===== src/rtl/gpio_port_pkg.sv =====
// Shared definitions for the banked I/O port.
// Assumes a two-bit register offset space.
package gpio_port_pkg;
    localparam int unsigned REG_ADDR_W = 2;

    typedef enum logic [REG_ADDR_W-1:0] {
        OFS_PORT  = 2'd0,
        OFS_PULL  = 2'd1,
        OFS_WOR   = 2'd2,
        OFS_SPARE = 2'd3
    } reg_ofs_e;
endpackage


===== src/rtl/gpio_in_sync.sv =====
// Two-flop synchronizer for the asynchronous pin levels.
// Assumes every bit is treated on its own (no bus coherence is needed).
module gpio_in_sync #(
    parameter int unsigned WIDTH = 8
) (
    input  logic             clk,
    input  logic             rst_n,
    input  logic [WIDTH-1:0] async_in,
    output logic [WIDTH-1:0] sync_out
);
    logic [WIDTH-1:0] stage1_q;
    logic [WIDTH-1:0] stage2_q;

    // Shift pin levels through two register stages.
    always_ff @(posedge clk) begin
        if (!rst_n) begin
            stage1_q <= '0;
            stage2_q <= '0;
        end else begin
            stage1_q <= async_in;
            stage2_q <= stage1_q;
        end
    end

    assign sync_out = stage2_q;

    // the value read is the pin level from two edges earlier.
    a_r9_sync_latency: assert property (@(posedge clk) disable iff (!rst_n)
        ($past(rst_n) && $past(rst_n, 2)) |-> (sync_out == $past(async_in, 2)));
endmodule


===== src/rtl/gpio_port_regs.sv =====
// Register file and read mux for the port.
// Offset 0 is banked between data (bank 0) and direction (bank 1).
// Offset 1 holds the pullup enables and offset 2 holds the wired-OR mode bits.
// Offset 3 is empty. Reset clears every register except the data register.
module gpio_port_regs
    import gpio_port_pkg::*;
#(
    parameter int unsigned WIDTH = 8
) (
    input  logic                  clk,
    input  logic                  rst_n,
    input  logic                  wr_en,
    input  logic [REG_ADDR_W-1:0] addr,
    input  logic                  map_sel,
    input  logic [WIDTH-1:0]      wr_data,
    input  logic [WIDTH-1:0]      pin_sync,
    input  logic [WIDTH-1:0]      claimed,
    output logic [WIDTH-1:0]      dir_q,
    output logic [WIDTH-1:0]      data_q,
    output logic [WIDTH-1:0]      pull_q,
    output logic [WIDTH-1:0]      wor_q,
    output logic [WIDTH-1:0]      rd_data
);
    reg_ofs_e ofs;
    logic     wr_dir, wr_data_bank, wr_pull, wr_wor;
    logic [WIDTH-1:0] port_view;

    assign ofs = reg_ofs_e'(addr);

    // Decode which register this cycle's write goes to.
    always_comb begin
        wr_dir       = wr_en && (ofs == OFS_PORT) &&  map_sel;
        wr_data_bank = wr_en && (ofs == OFS_PORT) && !map_sel;
        wr_pull      = wr_en && (ofs == OFS_PULL);
        wr_wor       = wr_en && (ofs == OFS_WOR);
    end

    // Control registers that reset clears.
    always_ff @(posedge clk) begin
        if (!rst_n) begin
            dir_q  <= '0;
            pull_q <= '0;
            wor_q  <= '0;
        end else begin
            if (wr_dir)  dir_q  <= wr_data;
            if (wr_pull) pull_q <= wr_data;
            if (wr_wor)  wor_q  <= wr_data;
        end
    end

    // Data register: reset leaves it alone, and writes are ignored during reset.
    always_ff @(posedge clk) begin
        if (rst_n && wr_data_bank) data_q <= wr_data;
    end

    // Data-bank view: latched value for unclaimed outputs, pin level elsewhere.
    always_comb begin
        for (int i = 0; i < int'(WIDTH); i++) begin
            port_view[i] = (dir_q[i] && !claimed[i]) ? data_q[i] : pin_sync[i];
        end
    end

    // Read mux.
    always_comb begin
        unique case (ofs)
            OFS_PORT:  rd_data = map_sel ? dir_q : port_view;
            OFS_PULL:  rd_data = pull_q;
            OFS_WOR:   rd_data = wor_q;
            default:   rd_data = '0;
        endcase
    end

    // the direction register is zero on the first cycle out of reset.
    a_r3_dir_cleared: assert property (@(posedge clk) disable iff (!rst_n)
        $rose(rst_n) |-> (dir_q == '0 && pull_q == '0 && wor_q == '0));
    // a direction-bank write lands in the direction register.
    a_r2_dir_write: assert property (@(posedge clk) disable iff (!rst_n)
        (wr_en && addr == 2'd0 && map_sel) |=> (dir_q == $past(wr_data)));
    // a data-bank write does not disturb the direction register.
    a_r2_bank_isolated: assert property (@(posedge clk) disable iff (!rst_n)
        (wr_en && addr == 2'd0 && !map_sel) |=> $stable(dir_q));
    // writes to the empty offset change nothing.
    a_r10_spare_inert: assert property (@(posedge clk) disable iff (!rst_n)
        (wr_en && addr == 2'd3) |=> ($stable(dir_q) && $stable(pull_q) && $stable(wor_q)));
    // the empty offset reads as zero.
    a_r10_spare_zero: assert property (@(posedge clk) disable iff (!rst_n)
        (addr == 2'd3) |-> (rd_data == '0));
endmodule


===== src/rtl/gpio_pin_ctrl.sv =====
// Output control for one pin: chooses between port control and subsystem
// control, applies open-drain rules and gates the pullup.
// Assumes FORCE_OD and CLAIMABLE are fixed for each pin when the design is built.
module gpio_pin_ctrl #(
    parameter bit FORCE_OD  = 1'b0,
    parameter bit CLAIMABLE = 1'b0
) (
    input  logic clk,
    input  logic rst_n,
    input  logic dir_bit,
    input  logic data_bit,
    input  logic pull_bit,
    input  logic wor_bit,
    input  logic claim_en,
    input  logic claim_oe,
    input  logic claim_out,
    output logic claimed,
    output logic pad_out,
    output logic pad_oe,
    output logic pad_od,
    output logic pad_pu_en
);
    logic drive_req;
    logic drive_val;

    // Only pins in the claim mask respond to a subsystem hook.
    if (CLAIMABLE) begin : g_claim
        assign claimed = claim_en;
    end else begin : g_fixed
        logic unused_hooks;
        assign unused_hooks = claim_en ^ claim_oe ^ claim_out;
        assign claimed      = 1'b0;
    end

    // Choose the drive source and apply the open-drain and pullup rules.
    always_comb begin
        drive_req = claimed ? claim_oe  : dir_bit;
        drive_val = claimed ? claim_out : data_bit;
        pad_od    = FORCE_OD | wor_bit;
        pad_oe    = drive_req && (!pad_od || !drive_val);
        pad_out   = !pad_od && drive_val;
        pad_pu_en = pull_bit && !pad_oe;
    end

    // an open-drain pin never drives high.
    a_r5_od_no_high: assert property (@(posedge clk) disable iff (!rst_n)
        pad_od |-> !pad_out);
    // an open-drain output holding a 1 releases the pad.
    a_r5_od_release: assert property (@(posedge clk) disable iff (!rst_n)
        (pad_od && !claimed && dir_bit && data_bit) |-> !pad_oe);
    // the pullup is never on while the pad is driven.
    a_r7_pull_gated: assert property (@(posedge clk) disable iff (!rst_n)
        pad_oe |-> !pad_pu_en);
    // an unclaimed input pin is never driven.
    a_r1_input_released: assert property (@(posedge clk) disable iff (!rst_n)
        (!claimed && !dir_bit) |-> !pad_oe);
    // a claimed pin whose subsystem does not request drive is released.
    a_r8_claim_released: assert property (@(posedge clk) disable iff (!rst_n)
        (claimed && !claim_oe) |-> !pad_oe);
endmodule


===== src/rtl/gpio_bank_port.sv =====
// Top of the banked-direction bidirectional I/O port.
// Assumes pin_in is asynchronous and that the hook inputs are synchronous
// to clk. The low OD_LOW_BITS pins are always open-drain; CLAIM_MASK picks
// which pins a subsystem may take over.
module gpio_bank_port
    import gpio_port_pkg::*;
#(
    parameter int unsigned     WIDTH       = 8,
    parameter int unsigned     OD_LOW_BITS = 4,
    parameter logic [WIDTH-1:0] CLAIM_MASK = 8'h7F
) (
    input  logic                  clk,
    input  logic                  rst_n,
    input  logic                  bus_wr_en,
    input  logic [REG_ADDR_W-1:0] bus_addr,
    input  logic                  bus_map_sel,
    input  logic [WIDTH-1:0]      bus_wr_data,
    output logic [WIDTH-1:0]      bus_rd_data,
    input  logic [WIDTH-1:0]      pin_in,
    input  logic [WIDTH-1:0]      hook_en,
    input  logic [WIDTH-1:0]      hook_oe,
    input  logic [WIDTH-1:0]      hook_out,
    output logic [WIDTH-1:0]      pad_out,
    output logic [WIDTH-1:0]      pad_oe,
    output logic [WIDTH-1:0]      pad_od,
    output logic [WIDTH-1:0]      pad_pu_en
);
    logic [WIDTH-1:0] dir_q, data_q, pull_q, wor_q;
    logic [WIDTH-1:0] pin_sync;
    logic [WIDTH-1:0] claimed;

    gpio_in_sync #(.WIDTH(WIDTH)) u_sync (
        .clk      (clk),
        .rst_n    (rst_n),
        .async_in (pin_in),
        .sync_out (pin_sync)
    );

    gpio_port_regs #(.WIDTH(WIDTH)) u_regs (
        .clk      (clk),
        .rst_n    (rst_n),
        .wr_en    (bus_wr_en),
        .addr     (bus_addr),
        .map_sel  (bus_map_sel),
        .wr_data  (bus_wr_data),
        .pin_sync (pin_sync),
        .claimed  (claimed),
        .dir_q    (dir_q),
        .data_q   (data_q),
        .pull_q   (pull_q),
        .wor_q    (wor_q),
        .rd_data  (bus_rd_data)
    );

    for (genvar i = 0; i < int'(WIDTH); i++) begin : g_pin
        gpio_pin_ctrl #(
            .FORCE_OD  (i < int'(OD_LOW_BITS)),
            .CLAIMABLE (CLAIM_MASK[i])
        ) u_pin (
            .clk       (clk),
            .rst_n     (rst_n),
            .dir_bit   (dir_q[i]),
            .data_bit  (data_q[i]),
            .pull_bit  (pull_q[i]),
            .wor_bit   (wor_q[i]),
            .claim_en  (hook_en[i]),
            .claim_oe  (hook_oe[i]),
            .claim_out (hook_out[i]),
            .claimed   (claimed[i]),
            .pad_out   (pad_out[i]),
            .pad_oe    (pad_oe[i]),
            .pad_od    (pad_od[i]),
            .pad_pu_en (pad_pu_en[i])
        );
    end

    // all pads are released on the first cycle out of reset.
    a_r3_pads_released: assert property (@(posedge clk) disable iff (!rst_n)
        $rose(rst_n) |-> (pad_oe == '0 && pad_pu_en == '0));
endmodule


===== config.mk =====
export PLATFORM = sky130hd
export DESIGN_NAME = gpio_bank_port
export DESIGN_NICKNAME = d
export VERILOG_FILES = /design/src/rtl/gpio_port_pkg.sv /design/src/rtl/gpio_in_sync.sv /design/src/rtl/gpio_port_regs.sv /design/src/rtl/gpio_pin_ctrl.sv /design/src/rtl/gpio_bank_port.sv
export SDC_FILE = /design/constraint.sdc
export NUM_CORES = 1
export LEC_CHECK = 0
export CELL_PAD_IN_SITES_DETAIL_PLACEMENT = 1
export CELL_PAD_IN_SITES_GLOBAL_PLACEMENT = 1
export CORE_MARGIN = 1
export CORE_UTILIZATION = 35
export CTS_CLUSTER_DIAMETER = 80
export DETAILED_ROUTE_END_ITERATION = 7
export HOLD_SLACK_MARGIN = 0.15
export PLACE_DENSITY = 0.91
export SLEW_MARGIN = 20
export SYNTH_ARGS = -nofsm -noshare
export SYNTH_HDL_FRONTEND = slang
export SYNTH_SLANG_ARGS = --single-unit

===== constraint.sdc =====
create_clock -name clk -period 4.5 [get_ports clk]
set_clock_uncertainty 0.05 [all_clocks]
set_input_delay 0.9 -clock clk [delete_from_list [all_inputs] [get_ports clk]]
set_output_delay 0.9 -clock clk [all_outputs]
set_load 0.1 [all_outputs]

# Yosys cells after proc, flatten, opt, wreduce, memory -nomap -nowiden
# Cells that the tools add are included.
[word_totals]
latchBits = 0
regBits = 48
output_inout_bits = 40
n_memories = 0
mem_bits_ro = 0
ram_bits = 0
word_cells = 98
inputBits = 46
[classes]
multipliers = 0
magnitude_cmp = 0
div_mod_pow = 0
n_bitwise = 0
addsub = 0
n_reduce_logical = 66
muxes = 24
eq_ne = 2
shift = 0
[ops]
columns = ["op", "n"]
rows = [
  ["logical AND 1 bit", 33],
  ["zero test 1 bit", 28],
  ["case mux 8 bit (3 select lines)", 1],
  ["2-to-1 mux 1 bit", 22],
  ["2-to-1 mux 8 bit", 1],
  ["logical OR 1 bit", 4],
  ["equality test 2 x 1 -> 1 bit, second input constant", 1],
  ["equality test 2 bit, second input constant", 1],
  ["zero test 2 bit", 1],
]

# Logic depth before layout (Yosys ltp)
# Gate-level depths: netlist (run 1).
[depth]
ltp_word = 6
depth_mapped = 5
depth_no_buf = 4

# Hierarchy
# A second synthesis (run 1) with hierarchy kept.
[hier_totals]
cells_unflattened = 287
hier_area_um2 = 2591.2
[modules_own_cells]
columns = ["module", "area_per_inst_um2", "cells_per_inst", "instances", "seq_area_each_um2"]
rows = [
  ["gpio_port_regs", 1596.5, 179, 1, 720.7],
  ["gpio_in_sync", 446.7, 33, 1, 320.3],
  ["gpio_pin_ctrl at g_pin[0].u_pin ...", 66.3, 9, 4, 0.0],
  ["gpio_pin_ctrl at g_pin[4].u_pin ...", 80.1, 11, 3, 0.0],
  ["gpio_pin_ctrl at g_pin[7].u_pin", 42.5, 6, 1, 0.0],
]

# Worst setup path before layout (run 1)
# No wires, ideal clock.
[synth_path]
kind = "input to output"
from = "in bus_map_sel"
to = "out bus_rd_data[4]"
setup_slack_ns = 1.300
arrival_time_ns = 2.250
path_stages = 4
required_ns = 3.550
path_cell_list = "nor3b_1 -> a21oi_1 -> a2111oi_0 -> a221o_1"
[synth_via]
elab_chain_cells = 2
[synth_lines]
columns = ["element", "line_no", "rtl"]
rows = [
  ["start: declaration", "gpio_bank_port.sv:16", "input logic bus_map_sel,"],
  ["2-to-1 mux 8 bit", "gpio_port_regs.sv:66", "OFS_PORT: rd_data = map_sel ? dir_q : port_view;"],
  ["case mux 8 bit (3 select lines)", "gpio_port_regs.sv:65", "unique case (ofs)"],
  ["end: declaration", "gpio_bank_port.sv:18", "output logic [WIDTH-1:0] bus_rd_data,"],
]
# No other way between the ends.

# Worst setup path in the final report (run 1)
# Ends and elaborated chain as after synthesis.

==> results of run 1 <==
[critical path: stages]
cell	delay [ns]
clkdlybuf4s50_1	0.50
buf_4	0.25
nor3b_1	0.20
a21oi_1	0.06
a2111oi_0	0.43
a221o_1	0.23
buf_12	0.18
[per-layer routing]
metal,vias to the layer above,GRT usage (%),share of wire [%]
li1,995,-,-
met1,981,22.2,42
met2,54,33.6,52
met3,9,3.50,4.2
met4,0,5.39,1.4
met5,-,0,0
[state kept, by name (all words and copies together), names as in the netlist]
| name | count |
|---|---|
| u_sync.stage1_q | 8 |
| u_regs.data_q | 8 |
| u_sync.sync_out | 8 |
| u_regs.wor_q | 8 |
| u_regs.pull_q | 8 |
| u_regs.dir_q | 8 |
[cells in the final DEF, fill, tap and decap left out]
master	synthesis	routed
clkdlybuf4s50_1	0	49
dfxtp_1	40	40
nand2_1	30	30
nand3_1	25	25
buf_4	33	21
a21boi_0	17	17
o21ai_0	16	16
and2_1	16	16
inv_1	12	12
nand2b_1	11	11
nor2b_1	10	10
a21oi_1	9	9
conb_1	2	8
buf_12	0	8
edfxtp_1	8	8
a221o_1	7	7
clkbuf_8	0	6
nor2_1	5	5
o31ai_1	5	5
o22ai_1	4	4
mux2_2	3	3
mux2i_1	3	3
clkinv_2	0	2
nor2_2	1	1
o41ai_1	1	1
or3_1	1	1
nor3b_1	1	1
a2111oi_0	1	1
o311a_1	1	1
a222oi_1	1	1
and4b_1	1	1
[cell usage after synthesis, drive strengths merged (2+ instances only)]
| master | n |
|---|---|
| o21ai | 16 |
| dfxtp | 40 |
| edfxtp | 8 |
| nand2 | 30 |
| inv | 12 |
| clkbuf | 7 |
| buf | 39 |
| o31ai | 5 |
| a221o | 7 |
| mux2i | 3 |
| nand3 | 25 |
| nor2b | 10 |
| mux2 | 3 |
| and2 | 16 |
| a21oi | 9 |
| conb | 2 |
| o22ai | 4 |
| a21boi | 17 |
| nor2 | 6 |
| nand2b | 11 |
[power by group through the flow]
stage / combinational (mW) / clock, mW / sequential (mW)
floorplan: 0.182 / 0 / 0.465
global placement: 0.242 / 0 / 0.467
detailed placement: 0.248 / 0 / 0.468
CTS: 0.248 / 0.264 / 0.458
global route: 0.259 / 0.286 / 0.460
finish: 0.247 / 0.257 / 0.458
[final timing paths]
path	from	end	slack [ns]	cells after the start
setup / recovery	bus_map_sel	bus_rd_data[4]	0.79	7
hold reg to reg	u_sync.stage1_q[3]$_SDFF_PN0_	u_sync.sync_out[3]$_SDFF_PN0_	0.39	1
setup reg to reg	u_regs.wor_q[5]$_SDFFE_PN0P_	u_regs.wor_q[5]$_SDFFE_PN0P_	3.67	2
hold / removal	u_sync.stage1_q[3]$_SDFF_PN0_	u_sync.sync_out[3]$_SDFF_PN0_	0.39	1
[layout make-up]
class | instances | area, um^2 | share of cell area, %
Sequential cell | 48 | 1040 | 33.4
Timing Repair Buffer | 78 | 808 | 25.9
Tap cell | 77 | 96.3 | 3.09
Clock inverter | 2 | 10.0 | 0.321
Inverter | 12 | 45.0 | 1.44
Clock buffer | 6 | 82.6 | 2.65
Multi-Input combinational cell | 177 | 1030 | 33.2
[per-stage QoR]
stage          instance area (um^2)  util, %  cells  hold slack (ns)
2_1_floorplan                  2430        -    283            0.362
3_3_place_gp                   3030     46.6    392            0.366
3_5_place_dp                   3030     46.6    392            0.373
4_1_cts                        3120     48.0    400            0.396
5_1_grt                        3120     48.0    400            0.405
6_report                       3120     48.0    400            0.390
[cells by family (layout without fill, tap and decap cells)]
family | Yosys count | count (layout) | synth area share [%]
buffers and inverters | 58 | 98 | 14.8
multiplexers | 6 | 6 | 2.65
other | 2 | 8 | 0.312
flip-flops | 48 | 48 | 43.2
AO/OA/AOI/OAI | 62 | 62 | 17.6
AND/OR/NAND/NOR | 101 | 101 | 21.5
==> flow_summary.json, run 1 <==
{
  "cts_setup_buffers": 0,
  "p_switching_uw": 313,
  "layout.nets": 368,
  "synth_top_area_cell": "dfxtp_1",
  "cts_max_path_buffers": 2,
  "post-dp-hpwl_um": 4510,
  "power.leakage_nw": 1.18,
  "totalWireLength_um": 6360,
  "fillCellCount": 764,
  "cp.arrival_ns": 2.76,
  "power_frac_comb_pct": 25.7,
  "end_kind": "output port",
  "setup_violations": 0,
  "n_antenna_cell": 0,
  "violations": "design-rule violations",
  "grt_pass1_vias": 2044,
  "yosysSeqAreaShare_pct": 43.2,
  "h-tree-depth": 2,
  "fin_crit_sh_pct": 82.5,
  "grt-ovfl-total": 0,
  "intPower_uw": 650,
  "grt_usage_pct": 18.5,
  "criticalPathCategory": "in -> out",
  "yosysTopAreaCellShare_pct": 33.2,
  "synthFlopType": "dfxtp_1",
  "die_w_um": 85.0,
  "status": "finished with violations",
  "cts_sinks": 48,
  "place_ws_ns": 0.810,
  "antenna_found_initial": 0,
  "design.core.area_um2": 6490,
  "slew_headroom_pct": 34.9,
  "tritoncts": "done",
  "drv_slew": 0,
  "required_ns": 3.55,
  "vdd_drop_max_mv": 0.167,
  "dieArea_um2": 7220,
  "start_util_pct": 37.1,
  "dr.pass1.iters": 8,
  "wl_per_cell_um": 15.9,
  "row_count": 29,
  "drv_cap": 0,
  "cts-root-buf": "clkbuf_8",
  "grt_max_degree": 50,
  "ctsResizeCount": 0,
  "synth-edff-count": 8,
  "die_h_um": 85.0,
  "grt_setup_unrepaired": "false",
  "synth_area_leaders": "dfxtp_1 (33%), buf_4 (10%), edfxtp_1 (10%), a21boi_0 (5.3%), nand3_1 (5.2%)",
  "numCtsBuffers": 5,
  "syn_inst": 277,
  "synth_cell_types": 30,
  "finalPower_uw": 962,
  "drtIter0Drc": 102,
  "critPathMaxFanout": 21,
  "io_buffers": 74,
  "power.share.switching_pct": 32.5,
  "power_density_nw_per_um2": 309,
  "area_growth_pct": 29.5,
  "grt_pass1_wl_um": 10400,
  "tns_ns": 0,
  "ys_seq_elements": 48,
  "clk_latency_ns": 0.29,
  "finalHoldViolCount": 0,
  "ant_nets": 0,
  "avgSynthCellArea_um2": 8.70,
  "cts.clk_slew.worst_paths_ns": 0.08,
  "gp_congestion": 0.761,
  "start_kind": "input port",
  "max_slew.worst_pin.slew_ns": 0.974,
  "pwr-share-seq_pct": 47.6,
  "synth_area_um2": 2410,
  "layout-drive-gt1-share_pct": 12.7,
  "async_flop_share_pct": 0,
  "layout_min_cycle_time_ns": 3.71,
  "io_pins": 86,
  "postLayoutSetupSlackWorst_ns": 0.790,
  "avgViaCountPerCell": 5.10,
  "drc": 5,
  "fmax_mhz": 270,
  "hold_buffers": 0,
  "ys_warn_count": 0,
  "vias": 2039,
  "p_clk_share_pct": 26.7,
  "hold_class": "reg -> reg"
}
No activity file was read; power rests on OpenSTA's default activity.
==> run 2: changes to the inputs <==
--- a/config.mk
+++ b/config.mk
@@ -8,11 +8,11 @@
 export CELL_PAD_IN_SITES_DETAIL_PLACEMENT = 1
 export CELL_PAD_IN_SITES_GLOBAL_PLACEMENT = 1
 export CORE_MARGIN = 1
-export CORE_UTILIZATION = 35
+export CORE_UTILIZATION = 29
 export CTS_CLUSTER_DIAMETER = 80
 export DETAILED_ROUTE_END_ITERATION = 7
 export HOLD_SLACK_MARGIN = 0.15
-export PLACE_DENSITY = 0.91
+export PLACE_DENSITY = 0.81
 export SLEW_MARGIN = 20
 export SYNTH_ARGS = -nofsm -noshare
 export SYNTH_HDL_FRONTEND = slang
==> constraint.sdc (replaced) <==
create_clock -name clk -period 3.3 [get_ports clk]
set_clock_uncertainty 0.05 [all_clocks]
set_input_delay 0.66 -clock clk [delete_from_list [all_inputs] [get_ports clk]]
set_output_delay 0.66 -clock clk [all_outputs]
set_load 0.1 [all_outputs]
==> flow_summary.json, run 2 (synthesis results as in run 1) <==
{
  "hold_buffers": 0,
  "ant_nets": 0,
  "fillCellCount": 908,
  "place_ws_ns": 0.277,
  "layout.nets": 372,
  "fin_cells": 429,
  "dr.pass1.iters": 4,
  "drv_slew": 0,
  "path_buf_inv": 3,
  "die_h_um": 93.1,
  "dp_cells": 421,
  "power.share.switching_pct": 32.3,
  "antenna_found_initial": 0,
  "critPathMaxFanout": 13,
  "drc": 0,
  "grt_pass1_vias": 2078,
  "max_slew.worst_pin.slew_ns": 0.699,
  "cts.clk_slew.worst_paths_ns": 0.09,
  "layout_common_cells": "clkdlybuf4s50_1 (42), dfxtp_1 (40), nand2_1 (30)",
  "intPower_uw": 915,
  "grt_setup_unrepaired": "false",
  "multi_input_area_um2": 1030,
  "vias": 2033,
  "grt_usage_pct": 15.4,
  "io_buffers": 74,
  "grt-ovfl-total": 0,
  "tritoncts": "done",
  "cts_sinks": 48,
  "grt_max_degree": 49,
  "gp_congestion": 0.729,
  "cp_cell_sequence": "clkdlybuf4s50_1 -> buf_4 -> o31ai_1 -> o21ai_0 -> o311a_1 -> a221o_1 -> buf_12",
  "drv_cap": 0,
  "cts_setup_buffers": 0,
  "io_pins": 86,
  "hold_class": "reg -> reg",
  "dieArea_um2": 8670,
  "end_kind": "output port",
  "fin_crit_sh_pct": 92.0,
  "totalWireLength_um": 6460,
  "power.leakage_nw": 1.26,
  "setup_violations": 0,
  "p_switching_uw": 437,
  "p_clk_share_pct": 26.6,
  "critPathMaxStageDelay_ns": 0.48,
  "critPathTopFamily": "buffers and inverters",
  "layout_commonest_cell": "clkdlybuf4s50_1",
  "cts-root-buf": "clkbuf_8",
  "avgViaCountPerCell": 4.74,
  "h-tree-depth": 2,
  "pwr-share-seq_pct": 46.2,
  "power_density_nw_per_um2": 402,
  "required_ns": 2.59,
  "n_antenna_cell": 0,
  "area_growth_pct": 39.6,
  "layout-drive-gt1-share_pct": 15.6,
  "regArea_um2": 1040,
  "start_util_pct": 30.5,
  "vdd_drop_max_mv": 0.143,
  "wl_per_cell_um": 15.1,
  "clk_latency_ns": 0.29,
  "row_count": 32,
  "grt_pass1_wl_um": 10300,
  "layout_min_cycle_time_ns": 3.04,
  "numCtsBuffers": 5,
  "cts_max_path_buffers": 2,
  "drtIter0Drc": 81,
  "slew_headroom_pct": 53.2,
  "status": "finished clean",
  "tns_ns": 0,
  "post-dp-hpwl_um": 4750,
  "cp.arrival_ns": 2.33,
  "power_frac_comb_pct": 27.2,
  "start_kind": "input port",
  "design.core.area_um2": 7890,
  "die_w_um": 93.1,
  "fmax_mhz": 329,
  "slowest_stage": "clkdlybuf4s50_1",
  "ctsResizeCount": 0,
  "finalHoldViolCount": 0,
  "postLayoutSetupSlackWorst_ns": 0.264,
  "criticalPathCategory": "in -> out"
}
==> run 2: final cells by class <==
cell class	instances	share of cell area, %
Clock inverter	1	0.223
Sequential cell	48	31.0
Timing Repair Buffer	82	30.4
Multi-Input combinational cell	177	30.8
Inverter	12	1.34
Tap cell	102	3.79
Clock buffer	7	2.57
==> run 2: power groups by stage <==
stage / clock network, mW / registers, mW / logic [mW]
final: 0.359 / 0.625 / 0.367
after global routing: 0.399 / 0.627 / 0.385
after CTS: 0.374 / 0.625 / 0.369
after detailed placement: 0 / 0.639 / 0.368
after global placement: 0 / 0.638 / 0.362
after floorplan: 0 / 0.634 / 0.248
==> run 2: final timing paths <==
check / from / cells after the start / to / slack (ns)
setup reg to reg: u_regs.wor_q[6]$_SDFFE_PN0P_ / 2 / u_regs.wor_q[6]$_SDFFE_PN0P_ / 2.50
hold reg to reg: u_sync.stage1_q[6]$_SDFF_PN0_ / 1 / u_sync.sync_out[6]$_SDFF_PN0_ / 0.39
hold / removal: u_sync.stage1_q[6]$_SDFF_PN0_ / 1 / u_sync.sync_out[6]$_SDFF_PN0_ / 0.39
setup / recovery: bus_map_sel / 7 / bus_rd_data[6] / 0.26
==> run 2: metal layers <==
layer | vias to the layer above | GRT usage (%) | wire length, um | part of all wire (%)
met5 | - | 0 | 0 | 0
met4 | 0 | 3.46 | 35 | 0.54
met3 | 4 | 2.93 | 296 | 4.6
met2 | 60 | 27.9 | 3280 | 51
met1 | 966 | 18.8 | 2850 | 44
li1 | 1003 | - | - | -
==> run 2: per-stage QoR <==
| step | hold slack, ns | util (%) | power [mW] | area (um^2) |
|---|---|---|---|---|
| 3_3_place_gp | 0.366 | 41.4 | 1.00 | 3270 |
| 3_5_place_dp | 0.371 | 41.4 | 1.01 | 3270 |
| 5_1_grt | 0.406 | 42.6 | 1.41 | 3360 |
| 2_1_floorplan | 0.362 | - | 0.882 | 2430 |
| 4_1_cts | 0.390 | 42.6 | 1.37 | 3360 |
| 6_report | 0.389 | 42.6 | 1.35 | 3360 |
